<file path="src/rtl/pad_state_pkg.sv">
package pad_state_pkg;

    localparam int PAD_W  = 16;
    localparam int DATA_W = 32;

    // Word indices inside the window (byte offset / 4); software relies on these.
    localparam int IDX_P1     = 0;
    localparam int IDX_P2     = 1;
    localparam int IDX_STATUS = 2;

    // Source bitmap bit that drives controller word bit k (before inversion).
    function automatic int pad_src_bit(input int k);
        case (k)
            0:       return 5;
            1:       return 14;
            2:       return 15;
            3:       return 4;
            4:       return 3;
            5:       return 0;
            6:       return 2;
            7:       return 1;
            8:       return 12;
            9:       return 13;
            10:      return 10;
            11:      return 11;
            12:      return 6;
            13:      return 9;
            14:      return 7;
            default: return 8;
        endcase
    endfunction

    typedef struct packed {
        logic [DATA_W-1:0] rdata;
    } bus_state_t;

endpackage

</file>
<file path="src/rtl/pad_sync2.sv">
module pad_sync2 #(
    parameter int W = 32
) (
    input  logic         clk,
    input  logic         rst_n,
    input  logic [W-1:0] async_in,
    output logic [W-1:0] sync_out
);

    typedef struct packed {
        logic [W-1:0] meta;
        logic [W-1:0] stable;
    } sync_state_t;

    sync_state_t st_d, st_q;

    always_comb begin
        st_d        = st_q;
        st_d.meta   = async_in;
        st_d.stable = st_q.meta;
    end

    always_ff @(posedge clk) begin
        if (!rst_n) begin
            st_q <= '0;
        end else begin
            st_q <= st_d;
        end
    end

    assign sync_out = st_q.stable;

endmodule

</file>
<file path="src/rtl/pad_word_remap.sv">
module pad_word_remap
    import pad_state_pkg::*;
#(
    parameter int IN_W = 32
) (
    input  logic [IN_W-1:0]  btn,
    output logic [PAD_W-1:0] pad_word
);

    localparam int EXTRA_W = IN_W - PAD_W;

    // Inputs above the mapped range are deliberately dropped.
    logic unused_extra;
    assign unused_extra = ^btn[IN_W-1:PAD_W];

    for (genvar k = 0; k < PAD_W; k++) begin : g_bit
        localparam int SRC = pad_src_bit(k);
        assign pad_word[k] = ~btn[SRC];
    end

    if (EXTRA_W < 1) begin : g_bad_width
        initial $display("pad_word_remap: IN_W must exceed PAD_W");
    end

endmodule

</file>
<file path="src/rtl/pad_bus_decode.sv">
module pad_bus_decode
    import pad_state_pkg::*;
#(
    parameter int                        ADDR_W   = 32,
    parameter int                        WIN_LSB  = 8,
    parameter logic [ADDR_W-WIN_LSB-1:0] WIN_BASE = '0
) (
    input  logic              clk,
    input  logic              rst_n,
    input  logic [ADDR_W-1:0] bus_addr,
    input  logic              bus_rd,
    input  logic              bus_wr,
    input  logic [DATA_W-1:0] bus_wdata,
    input  logic [PAD_W-1:0]  p1_word,
    input  logic [PAD_W-1:0]  p2_word,
    output logic [DATA_W-1:0] bus_rdata
);

    localparam int IDX_W = WIN_LSB - 2;

    bus_state_t st_d, st_q;

    logic             win_hit;
    logic [IDX_W-1:0] word_idx;

    // Writes and byte lanes carry no meaning here.
    logic unused_wr;
    assign unused_wr = bus_wr ^ (^bus_wdata) ^ (^bus_addr[1:0]);

    assign win_hit  = (bus_addr[ADDR_W-1:WIN_LSB] == WIN_BASE);
    assign word_idx = bus_addr[WIN_LSB-1:2];

    always_comb begin
        st_d       = st_q;
        st_d.rdata = '0;
        if (bus_rd && win_hit) begin
            if (word_idx == IDX_W'(IDX_P1)) begin
                st_d.rdata = {{(DATA_W-PAD_W){1'b0}}, p1_word};
            end else if (word_idx == IDX_W'(IDX_P2)) begin
                st_d.rdata = {{(DATA_W-PAD_W){1'b0}}, p2_word};
            end else if (word_idx == IDX_W'(IDX_STATUS)) begin
                st_d.rdata = DATA_W'(1);
            end
        end
    end

    always_ff @(posedge clk) begin
        if (!rst_n) begin
            st_q <= '0;
        end else begin
            st_q <= st_d;
        end
    end

    assign bus_rdata = st_q.rdata;

endmodule

</file>
<file path="src/rtl/pad_state_regs.sv">
module pad_state_regs
    import pad_state_pkg::*;
#(
    parameter int                        ADDR_W   = 32,
    parameter int                        WIN_LSB  = 8,
    parameter int                        BTN_W    = 32,
    parameter logic [ADDR_W-WIN_LSB-1:0] WIN_BASE = 24'h0040A5
) (
    input  logic              clk,
    input  logic              rst_n,
    input  logic [ADDR_W-1:0] bus_addr,
    input  logic              bus_rd,
    input  logic              bus_wr,
    input  logic [DATA_W-1:0] bus_wdata,
    output logic [DATA_W-1:0] bus_rdata,
    input  logic [BTN_W-1:0]  p1_buttons_async,
    input  logic [BTN_W-1:0]  p2_buttons_async
);

    localparam int N_PADS = 2;

    logic [N_PADS-1:0][BTN_W-1:0] raw_btn;
    logic [N_PADS-1:0][BTN_W-1:0] sync_btn;
    logic [N_PADS-1:0][PAD_W-1:0] pad_word;

    assign raw_btn[0] = p1_buttons_async;
    assign raw_btn[1] = p2_buttons_async;

    for (genvar p = 0; p < N_PADS; p++) begin : g_pad
        pad_sync2 #(
            .W (BTN_W)
        ) u_sync (
            .clk      (clk),
            .rst_n    (rst_n),
            .async_in (raw_btn[p]),
            .sync_out (sync_btn[p])
        );

        pad_word_remap #(
            .IN_W (BTN_W)
        ) u_remap (
            .btn      (sync_btn[p]),
            .pad_word (pad_word[p])
        );
    end

    pad_bus_decode #(
        .ADDR_W   (ADDR_W),
        .WIN_LSB  (WIN_LSB),
        .WIN_BASE (WIN_BASE)
    ) u_decode (
        .clk       (clk),
        .rst_n     (rst_n),
        .bus_addr  (bus_addr),
        .bus_rd    (bus_rd),
        .bus_wr    (bus_wr),
        .bus_wdata (bus_wdata),
        .p1_word   (pad_word[0]),
        .p2_word   (pad_word[1]),
        .bus_rdata (bus_rdata)
    );

endmodule

</file>
<file path="config.mk">
export PLATFORM = sky130hd
export DESIGN_NAME = pad_state_regs
export DESIGN_NICKNAME = d
export VERILOG_FILES = /design/src/rtl/pad_state_pkg.sv /design/src/rtl/pad_sync2.sv /design/src/rtl/pad_word_remap.sv /design/src/rtl/pad_bus_decode.sv /design/src/rtl/pad_state_regs.sv
export SDC_FILE = /design/constraint.sdc
export NUM_CORES = 1
export LEC_CHECK = 0
export BUFFER_PORTS_ARGS = -buffer_cell sky130_fd_sc_hd__buf_2
export CAP_MARGIN = 20
export CORE_MARGIN = 2
export CORE_UTILIZATION = 48
export CTS_BUF_LIST = sky130_fd_sc_hd__clkbuf_4 sky130_fd_sc_hd__clkbuf_8
export CTS_CLUSTER_SIZE = 16
export DETAILED_ROUTE_END_ITERATION = 7
export MAX_ROUTING_LAYER = met4
export PLACE_DENSITY = 0.87
export SLEW_MARGIN = 20
export SYNTH_ARGS = -nofsm -noshare
export SYNTH_HDL_FRONTEND = slang
export SYNTH_SLANG_ARGS = --single-unit
</file>
<file path="constraint.sdc">
create_clock -name clk -period 1.94 [get_ports clk]
set_clock_uncertainty 0.05 [all_clocks]
set_input_delay 0.097 -clock clk [delete_from_list [all_inputs] [get_ports clk]]
set_output_delay 0.097 -clock clk [all_outputs]
set_load 0.01 [all_outputs]
</file>
==> run metrics, run 1 <==
Power Dens Cells just under 900 nW/um2; Synthesis Warnings 0; setup bufs post-CTS 0; number of global-route vias before repair approximately 1800; Static Leak 1.57 nW; die width 79.5 um; CP Data Required Time 2120 ps; compound-cell area share of the yosys netlist 0.0627; num ports 164; final instance area 3670 um2; clk root buf clkbuf_8; post-cts sizing count 0; antenna violations before repair 0; Post-Synth Adder-Cell Area 0; hold endpoint u_decode.bus_rdata[2]; drc violations 0; Layout area overhead 34.4%; R2R cell count 3; Initial Util 0.497; Post-synth ARST share 0; status completed; largest net degree at the start of global routing 65; RD Place Congestion roughly 0.77; R2R Setup Slk 1000 ps; WP data arrival 1270 ps; TritonCTS sink count 80; setup total negative slack 0 ps; H-tree Lvls 3; Main synth FF type dfxtp_1; main combinational cell family by area after synthesis simple AND/OR/NAND/NOR gates; Worst setup EP type flop; First-pass DRT Iterations 4; PortBufs 80; WHS Path Cells 4; Max clock buf depth 2; synthesis-stage register bit count 80; Clk Latency, worst-skew pair 330 ps; VDD IR max approximately 0.57 mV; layout cells sized above 1 0.330; Vias per Instance 4.47; ant diodes 0; GRT overflow 0; Worst Hold Launch bus_addr[18]; DPL Wire Length 3130 um; post-synthesis mux area share 0; FF-to-FF Start g_pad[0].u_sync.sync_out[5]; Max Fclk about 0.91 GHz; RR Endpoint u_decode.bus_rdata[0]; final setup vio count 0; EDFF count, synth 0; hold crit path type in -> reg; Final Hold Viols 0; Initial DRC Count 118; Slew Viols, Final 0; Cell Area, Synth 2740 um2; gr usage total 0.169; Max-Cap Viols 0; share of synthesized area occupied by flip-flops and latches 0.586; Reg clk slew, reported paths ~70 ps; Die ar. 6320 um2; CTS tree yes; Num CTS Buffers 9; final critical-path share of the clock period 0.566; chip height a little under 80 um; Antenna Violating Nets Remaining 0; Synth Area in XOR/XNOR 0; post-synthesis simple-gate area fraction 0.277; Post-Place Cell Area 3130 um2; RSZ-0062 raised after global routing false; post-route insts no fill 427; core area 5510 um2; fin crit period 1100 ps; Placed Cells incl. Taps 379; Synth cell types 22; Post-Synthesis Cells approximately 240; Max FO, Critical Path 12; crit path kind in -> reg; first-pass GRT wire length around 8000 um; number of placement rows 27; final core occ 0.667; synthesized area per cell 11.5 um2; wire length per cell 11.7 um; DRT Wirelength between 4000 and 5000 um; Worst Setup Start Kind primary input; Final nets 482; DR vias 1907
-- Yosys cell counts, types with 2 or more instances --
master    number  share of area
and2_1        64           0.15
a211oi_1       5          0.014
nand3b_1      30          0.082
dfxtp_1       80           0.59
a211oi_2      10          0.046
nor2_1         2         0.0027
buf_2          4         0.0073
nor2b_1        2         0.0046
clkbuf_1       7         0.0096
and4bb_2       2         0.0091
buf_4         18          0.049
nor4b_1        3         0.0096
-- cells by family after synthesis --
kind of cell | Yosys count
AO/OA/AOI/OAI | 16
buffers and inverters | 32
flip-flops | 80
other | 1
AND/OR/NAND/NOR | 108
-- power breakdown --
group	internal (W)	switching (W)
Sequential	0.00170	0.0000153
Clock	0.000802	0.000530
Combinational	0.000136	0.0000867
Total	0.00264	0.000632
-- layout make-up --
cell class,count,area [um2]
tap,72,90.1
inverter,1,3.75
clock inverter,3,65.1
sequential,80,1600
multi-input combinational,140,988
fill,428,1830
timing repair buffer,118,766
clock buffer,13,160
-- sequential cells by signal, indices dropped and copies added, names as in the netlist --
register,count
g_pad.u_sync.st_d,32
g_pad.u_sync.sync_out,32
u_decode.bus_rdata,16
-- worst max-delay path: stages --
cell and delay [ps]:
buf_2 100, nor4b_2 310, nand4_2 210, buf_4 250
nor4b_1 310
-- placed cells by master, fill, tap and decap left out, types with 3 or more instances in the layout --
master and count:
dfxtp_1 80, buf_2 80, and2_1 64, dlygate4sd3_1 32, nand3b_1 30, conb_1 16, a211oi_2 10, clkbuf_8 10
buf_4 6, a211oi_1 5, nor4b_1 3, clkbuf_4 3
-- through the flow --
step                hold slack [ps]  setup slack, ps  total power (W)
detailed placement              257              522          0.00193
finish                         54.6              842          0.00327
floorplan                       174              867          0.00187
CTS                            44.7              852          0.00329
global placement                253              585          0.00192
global route                   58.3              804          0.00339
-- how the worst max path moves through the flow --
stage,startpoint,endpoint,slack [ps]
4_1_cts,bus_addr[14],u_decode.bus_rdata[0],850
3_5_place_dp,bus_addr[14],u_decode.bus_rdata[0],520
5_1_grt,bus_addr[14],u_decode.bus_rdata[0],800
3_3_place_gp,bus_addr[14],u_decode.bus_rdata[0],580
2_1_floorplan,bus_addr[23],u_decode.bus_rdata[10],870
6_report,bus_addr[14],u_decode.bus_rdata[0],840
-- per-layer routing --
| metal | vias to the layer above | wire, um | track usage |
|---|---|---|---|
| li1 | 976 | - | - |
| met1 | 854 | 2190 | 0.193 |
| met2 | 67 | 2380 | 0.270 |
| met3 | 10 | 336 | 0.0588 |
| met4 | 0 | 89 | 0.0724 |
| met5 | - | 0 | - |
-- what timing repair did --
| item | 4_1_cts | 5_1_grt |
|---|---|---|
| setup endpoints to repair | 0 | 0 |
| hold buffers | 32 | 0 |
| endpoints found under the hold margin | 32 | 0 |
(Power assumes the default switching activity.)
==> run 2, diff against run 1 <==
--- a/config.mk
+++ b/config.mk
@@ -5,15 +5,16 @@
 export SDC_FILE = /design/constraint.sdc
 export NUM_CORES = 1
 export LEC_CHECK = 0
+export ABC_AREA = 1
 export BUFFER_PORTS_ARGS = -buffer_cell sky130_fd_sc_hd__buf_2
 export CAP_MARGIN = 20
 export CORE_MARGIN = 2
-export CORE_UTILIZATION = 48
+export CORE_UTILIZATION = 44
 export CTS_BUF_LIST = sky130_fd_sc_hd__clkbuf_4 sky130_fd_sc_hd__clkbuf_8
 export CTS_CLUSTER_SIZE = 16
 export DETAILED_ROUTE_END_ITERATION = 7
 export MAX_ROUTING_LAYER = met4
-export PLACE_DENSITY = 0.87
+export PLACE_DENSITY = 0.81
 export SLEW_MARGIN = 20
 export SYNTH_ARGS = -nofsm -noshare
 export SYNTH_HDL_FRONTEND = slang
==> constraint.sdc (replaced) <==
create_clock -name clk -period 1.09 [get_ports clk]
set_clock_uncertainty 0.05 [all_clocks]
set_input_delay 0.0545 -clock clk [delete_from_list [all_inputs] [get_ports clk]]
set_output_delay 0.0545 -clock clk [all_outputs]
set_load 0.01 [all_outputs]
==> run metrics, run 2 <==
First-pass DRT Iterations 5 (+1); top cells by count, synth inv_1, dfxtp_1, nand2_1; Cell Area, Synth 2740 um2 (+0.23%); top cell type by total area after synthesis dfxtp_1; layout cells sized above 1 0.242 (-0.0876); Reg clk slew, reported paths 70 ps (about the same); Power Dens Cells 1560 nW/um2 (+75%); Hold Slack 23.7 ps (-30.9 ps); drc violations 0 (unchanged); Synth cell types 15 (-32%); largest net degree at the start of global routing 65 (unchanged); Antenna Violating Nets Remaining 0 (unchanged); CTS tree yes; synthesis-stage register bit count 80 (unchanged); EDFF count, synth 0 (unchanged); slowest stage delay, CP 590 ps (+280 ps); Initial DRC Count 99 (-16%); antenna violations before repair 0 (unchanged); status completed; Max clock buf depth 2 (unchanged); Num CTS Buffers 9 (unchanged); DRT Wirelength 4840 um (-3.1%); final critical-path share of the clock period 0.834; RD Place Congestion 0.703 (-8.2%); Max FO, Critical Path 3 (-9); Comb power frac 0.071 (+0.003); chip height 82.9 um (+4.3%); fin crit period roughly 900 ps; num ports 164 (unchanged); number of placement rows 28 (+3.7%); Initial Util 0.460 (-0.0364); CP Data Required Time 1310 ps (-810 ps); WP data arrival 1130 ps (-140 ps); final setup vio count 0 (unchanged); share of synthesized area occupied by flip-flops and latches 0.584 (-0.00134); synthesized area per cell 7.92 um2 (-31%); crit path kind in -> reg; Slew Viols, Final 0 (unchanged); PortBufs 80 (unchanged); RSZ-0062 raised after global routing false; Final Hold Viols 0 (unchanged); ant diodes 0 (unchanged); Synthesis Warnings 0 (unchanged); Max Fclk 1.10 GHz; Main synth FF type dfxtp_1; DPL Wire Length 3190 um (+2.0%); first-pass GRT wire length 8420 um (+5.4%); Sw Share 0.202 (+0.00944); gr usage total 0.156 (-0.0126); worst-path cell chain buf_2 -> nor2_2 -> dlygate4sd3_1 -> nand4_1 -> nor2_1; die width 82.9 um (+4.3%); sequential share of power 0.528 (+0.003); Internal 0.00463 W (+75%); switching pwr 0.00117 W (+86%); setup bufs post-CTS 0 (unchanged); Max-Cap Viols 0 (unchanged); most common cell after layout, fill and taps aside inv_1; Post-synth ARST share 0 (unchanged); post-synth top area share 0.584 (-0.00134); Post-Synthesis Cells 346 (+46%); fillers 532 (+24%); most common cell in the netlist inv_1; Clk Latency, worst-skew pair 340 ps (about the same); Die ar. 6880 um2 (+8.9%); Crit-path slowest cell dlygate4sd3_1; Worst Setup Start Kind primary input; core area 5960 um2 (+8.2%); wire length per cell 8.92 um (-24%); GRT overflow 0 (unchanged); Worst setup EP type flop; number of global-route vias before repair 2067 (+13%); Vias per Instance 3.87 (-13%); TritonCTS sink count 80 (unchanged); DR vias 2096 (+9.9%); synth top area cells dfxtp_1, inv_1, nand2_1, nor2_1, buf_4; most frequent cells in the layout inv_1, dfxtp_1, buf_2; Layout area overhead 35.5%; clk root buf clkbuf_8; hold crit path type in -> reg; Clk pwr share 0.401 (-0.006); VDD IR max 1.11 mV (+94%); H-tree Lvls 3 (unchanged); final core occ 0.624 (-0.0436); Final nets 594 (+23%); Static Leak 2.24 nW (+43%)
==> run 2: metrics by stage <==
stage | total power, W | worst slack (ps) | cells | setup TNS [ps] | instance area (um2)
after floorplan | 0.00334 | 278 | 361 | 0 | 2800
after global placement | 0.00343 | 0.452 | 492 | 0 | 3150
after detailed placement | 0.00345 | -28.1 | 492 | -65.0 | 3150
after CTS | 0.00587 | 189 | 542 | 0 | 3710
after global routing | 0.00605 | 166 | 542 | 0 | 3710
final | 0.00580 | 181 | 542 | 0 | 3710
==> run 2: area by class of cell <==
class	instances	area, um2	share of cell area
flip-flops and latches	80	1600	0.431
well taps	75	93.8	0.0253
repair buffers	116	781	0.210
clock buffers	11	145	0.0391
clock inverters	5	80.1	0.0216
multi-input cells	173	706	0.190
inverters	82	308	0.0829
==> run 2: path summary, 6_finish.rpt <==
| check | slack (ps) | cells after the start | start | end |
|---|---|---|---|---|
| max | 180 | 5 | bus_addr[5] | u_decode.bus_rdata[0] |
| min | 20 | 4 | bus_addr[2] | u_decode.bus_rdata[0] |
| max reg2reg | 280 | 3 | g_pad[1].u_sync.sync_out[5] | u_decode.bus_rdata[0] |
| min reg2reg | 360 | 2 | g_pad[0].u_sync.st_d[10] | g_pad[0].u_sync.sync_out[10] |
==> run 2: layer usage <==
metal	global-route usage	part of all wire	vias to the layer above
met2	0.267	0.49	67
li1	-	-	1158
met4	0.0969	0.021	0
met5	-	0	-
met1	0.166	0.44	864
met3	0.0298	0.053	7
==> run 2: power by group through the flow <==
stage / registers, W / clock network (W) / logic, W
6_report: 0.00306 / 0.00233 / 0.000412
2_1_floorplan: 0.00312 / 0 / 0.000217
5_1_grt: 0.00307 / 0.00251 / 0.000474
3_5_place_dp: 0.00313 / 0 / 0.000315
3_3_place_gp: 0.00313 / 0 / 0.000304
4_1_cts: 0.00306 / 0.00240 / 0.000407
==> run 2: what timing repair did <==
item                                    in CTS  in global routing
resized for setup                            0                  0
endpoints found under the setup margin       0                  0
hold buffers                                34                  0
endpoints found under the hold margin       33                  0
==> run 2: critical path, delay by kind of cell <==
family | cells | cell delay (ps)
and+or+nand+nor | 3 | 390
buffers and inverters | 2 | 690
==> run 2: logic make-up after synthesis <==
group                  count (synthesis)  synth area share
AO/OA/AOI/OAI                          1           0.00182
buffers and inverters                108             0.179
flip-flops                            80             0.584
other                                  1           0.00137
AND/OR/NAND/NOR                      156             0.234
==> run 3, diff against run 2 <==
--- a/config.mk
+++ b/config.mk
@@ -9,12 +9,12 @@
 export BUFFER_PORTS_ARGS = -buffer_cell sky130_fd_sc_hd__buf_2
 export CAP_MARGIN = 20
 export CORE_MARGIN = 2
-export CORE_UTILIZATION = 44
+export CORE_UTILIZATION = 40
 export CTS_BUF_LIST = sky130_fd_sc_hd__clkbuf_4 sky130_fd_sc_hd__clkbuf_8
 export CTS_CLUSTER_SIZE = 16
 export DETAILED_ROUTE_END_ITERATION = 7
 export MAX_ROUTING_LAYER = met4
-export PLACE_DENSITY = 0.81
+export PLACE_DENSITY = 0.78
 export SLEW_MARGIN = 20
 export SYNTH_ARGS = -nofsm -noshare
 export SYNTH_HDL_FRONTEND = slang
==> constraint.sdc (replaced) <==
create_clock -name clk -period 0.8 [get_ports clk]
set_clock_uncertainty 0.05 [all_clocks]
set_input_delay 0.04 -clock clk [delete_from_list [all_inputs] [get_ports clk]]
set_output_delay 0.04 -clock clk [all_outputs]
set_load 0.01 [all_outputs]
==> run metrics, run 3 (synthesis results as in run 2) <==
setup total negative slack -737 ps (-737 ps); fin crit period 854 ps; Power Dens Cells 2180 nW/um2 (+39%); Die ar. 7530 um2 (+9.5%); largest net degree at the start of global routing 65 (unchanged); layout cells sized above 1 0.255 (+0.0134); final critical-path share of the clock period 1.07; Static Leak 2.27 nW (+1.5%); Max-Cap Viols 0 (unchanged); worst-margin pin slew 569 ps; hold crit path type in -> reg; crit-path leading delay family flip-flops; wire length per cell 8.92 um (about the same); crit path launch u_decode.bus_rdata[2]; number of placement rows 30 (+7.1%); Worst Setup Start Kind flop; first-pass GRT wire length 8050 um (-4.5%); Slew Viols, Final 0 (unchanged); Final Hold Viols 1 (+1); Max Fclk 1.17 GHz; final setup vio count 16 (+16); Layout area overhead 37.7%; Antenna Violating Nets Remaining 0 (unchanged); Worst setup EP type primary output; switching pwr 0.00160 W (+36%); Initial Util 0.408 (-0.0523); DPL Wire Length 3250 um (+1.7%); number of global-route vias before repair 2000 (-3.2%); dpl ws -224 ps (-196 ps); sequential share of power 0.508 (-0.020); most frequent cells in the layout inv_1, nand2_1, dfxtp_1, buf_2, nor2_1; Vias per Instance 3.77 (-2.6%); Worst Hold Launch bus_addr[5]; CP Data Required Time 710 ps (-600 ps); chip height 86.8 um (+4.6%); TritonCTS sink count 80 (unchanged); Comb power frac 0.067 (-0.004); Sw Share 0.194 (-0.00805); Clk Latency, worst-skew pair 330 ps (about the same); core area 6720 um2 (+13%); antenna violations before repair 0 (unchanged); First-pass DRT Iterations 4 (-1); DRT Wirelength 4870 um (+0.68%); post-route insts no fill 546 (+0.74%); Reg clk slew, reported paths 70 ps (about the same); most common cell after layout, fill and taps aside inv_1; PortBufs 80 (unchanged); RD Place Congestion 0.717 (+2.0%); DR vias 2057 (-1.9%); crit path kind reg -> out; gr usage total 0.142 (-0.0141); Clk pwr share 0.424 (+0.023); H-tree Lvls 3 (unchanged); Final nets 593 (-0.17%); failing checks hold timing, setup timing; worst setup margin -54.4 ps (-235 ps); num ports 164 (unchanged); CTS tree yes; VDD IR max 0.872 mV (-21%); critical path buffer and inverter count 1 (-1); Max clock buf depth 2 (unchanged); Crit-path slowest cell dfxtp_2; drc violations 0 (unchanged); FF-to-FF Start g_pad[0].u_sync.sync_out[4]; WP data arrival 760 ps (-370 ps); worst-path cell chain buf_6; CTS Hold Bufs 32 (-5.9%); Hold Slack -45.3 ps (-69.1 ps); Initial DRC Count 82 (-17%); Internal 0.00662 W (+43%); slowest stage delay, CP 320 ps (-270 ps); clk root buf clkbuf_8; GRT overflow 0 (unchanged); Max FO, Critical Path 1 (-2); Placed Cells incl. Taps 498 (+1.2%); die width 86.8 um (+4.6%); RSZ-0062 raised after global routing true; Rel. slew slack 0.621; ant diodes 0 (unchanged); Num CTS Buffers 9 (unchanged); status finished, violations left
-- run 3: final cells by class --
cell class	count	area, um2
Multi-Input combinational cell	173	711
Tap cell	80	100
Sequential cell	80	1610
Timing Repair Buffer	115	800
Inverter	82	308
Clock inverter	5	104
Clock buffer	11	145
Fill cell	588	2940
-- run 3: final timing paths --
path                                                      to  slack (ps)  cells after the start
worst max-delay path                            bus_rdata[2]         -50                      1
worst min-delay path                   u_decode.bus_rdata[0]         -50                      4
worst max register to register         u_decode.bus_rdata[3]          40                      3
worst min register to register  g_pad[0].u_sync.sync_out[15]         360                      2
-- run 3: timing repair --
| item | CTS | global route |
|---|---|---|
| hold endpoints to repair | 33 | 1 |
| setup buffers | 0 | 0 |
| gates resized for setup | 4 | 8 |
| endpoints found under the setup margin | 16 | 20 |
| pin swaps | 0 | 1 |
-- run 3: layer usage --
metal | track usage | vias up | wire length [um]
met5 | - | - | 0
met4 | 0.111 | 0 | 172
met3 | 0.0410 | 16 | 288
met2 | 0.217 | 61 | 2250
met1 | 0.154 | 825 | 2160
li1 | - | 1155 | -
-- run 3: power groups by stage --
stage / sequential [W] / clock [W] / combinational, W
2_1_floorplan: 0.00425 / 0 / 0.000296
3_3_place_gp: 0.00426 / 0 / 0.000412
3_5_place_dp: 0.00427 / 0 / 0.000424
4_1_cts: 0.00417 / 0.00356 / 0.000544
5_1_grt: 0.00419 / 0.00372 / 0.000632
6_report: 0.00418 / 0.00349 / 0.000552
-- run 3: through the flow --
step / hold WS [ps] / power [W] / area (um2) / util
2_1_floorplan: 87.6 / 0.00455 / 2800 / -
3_3_place_gp: 171 / 0.00468 / 3160 / 0.471
3_5_place_dp: 177 / 0.00469 / 3160 / 0.471
4_1_cts: -64.8 / 0.00828 / 3750 / 0.558
5_1_grt: -36.4 / 0.00854 / 3770 / 0.562
6_report: -45.3 / 0.00821 / 3770 / 0.562
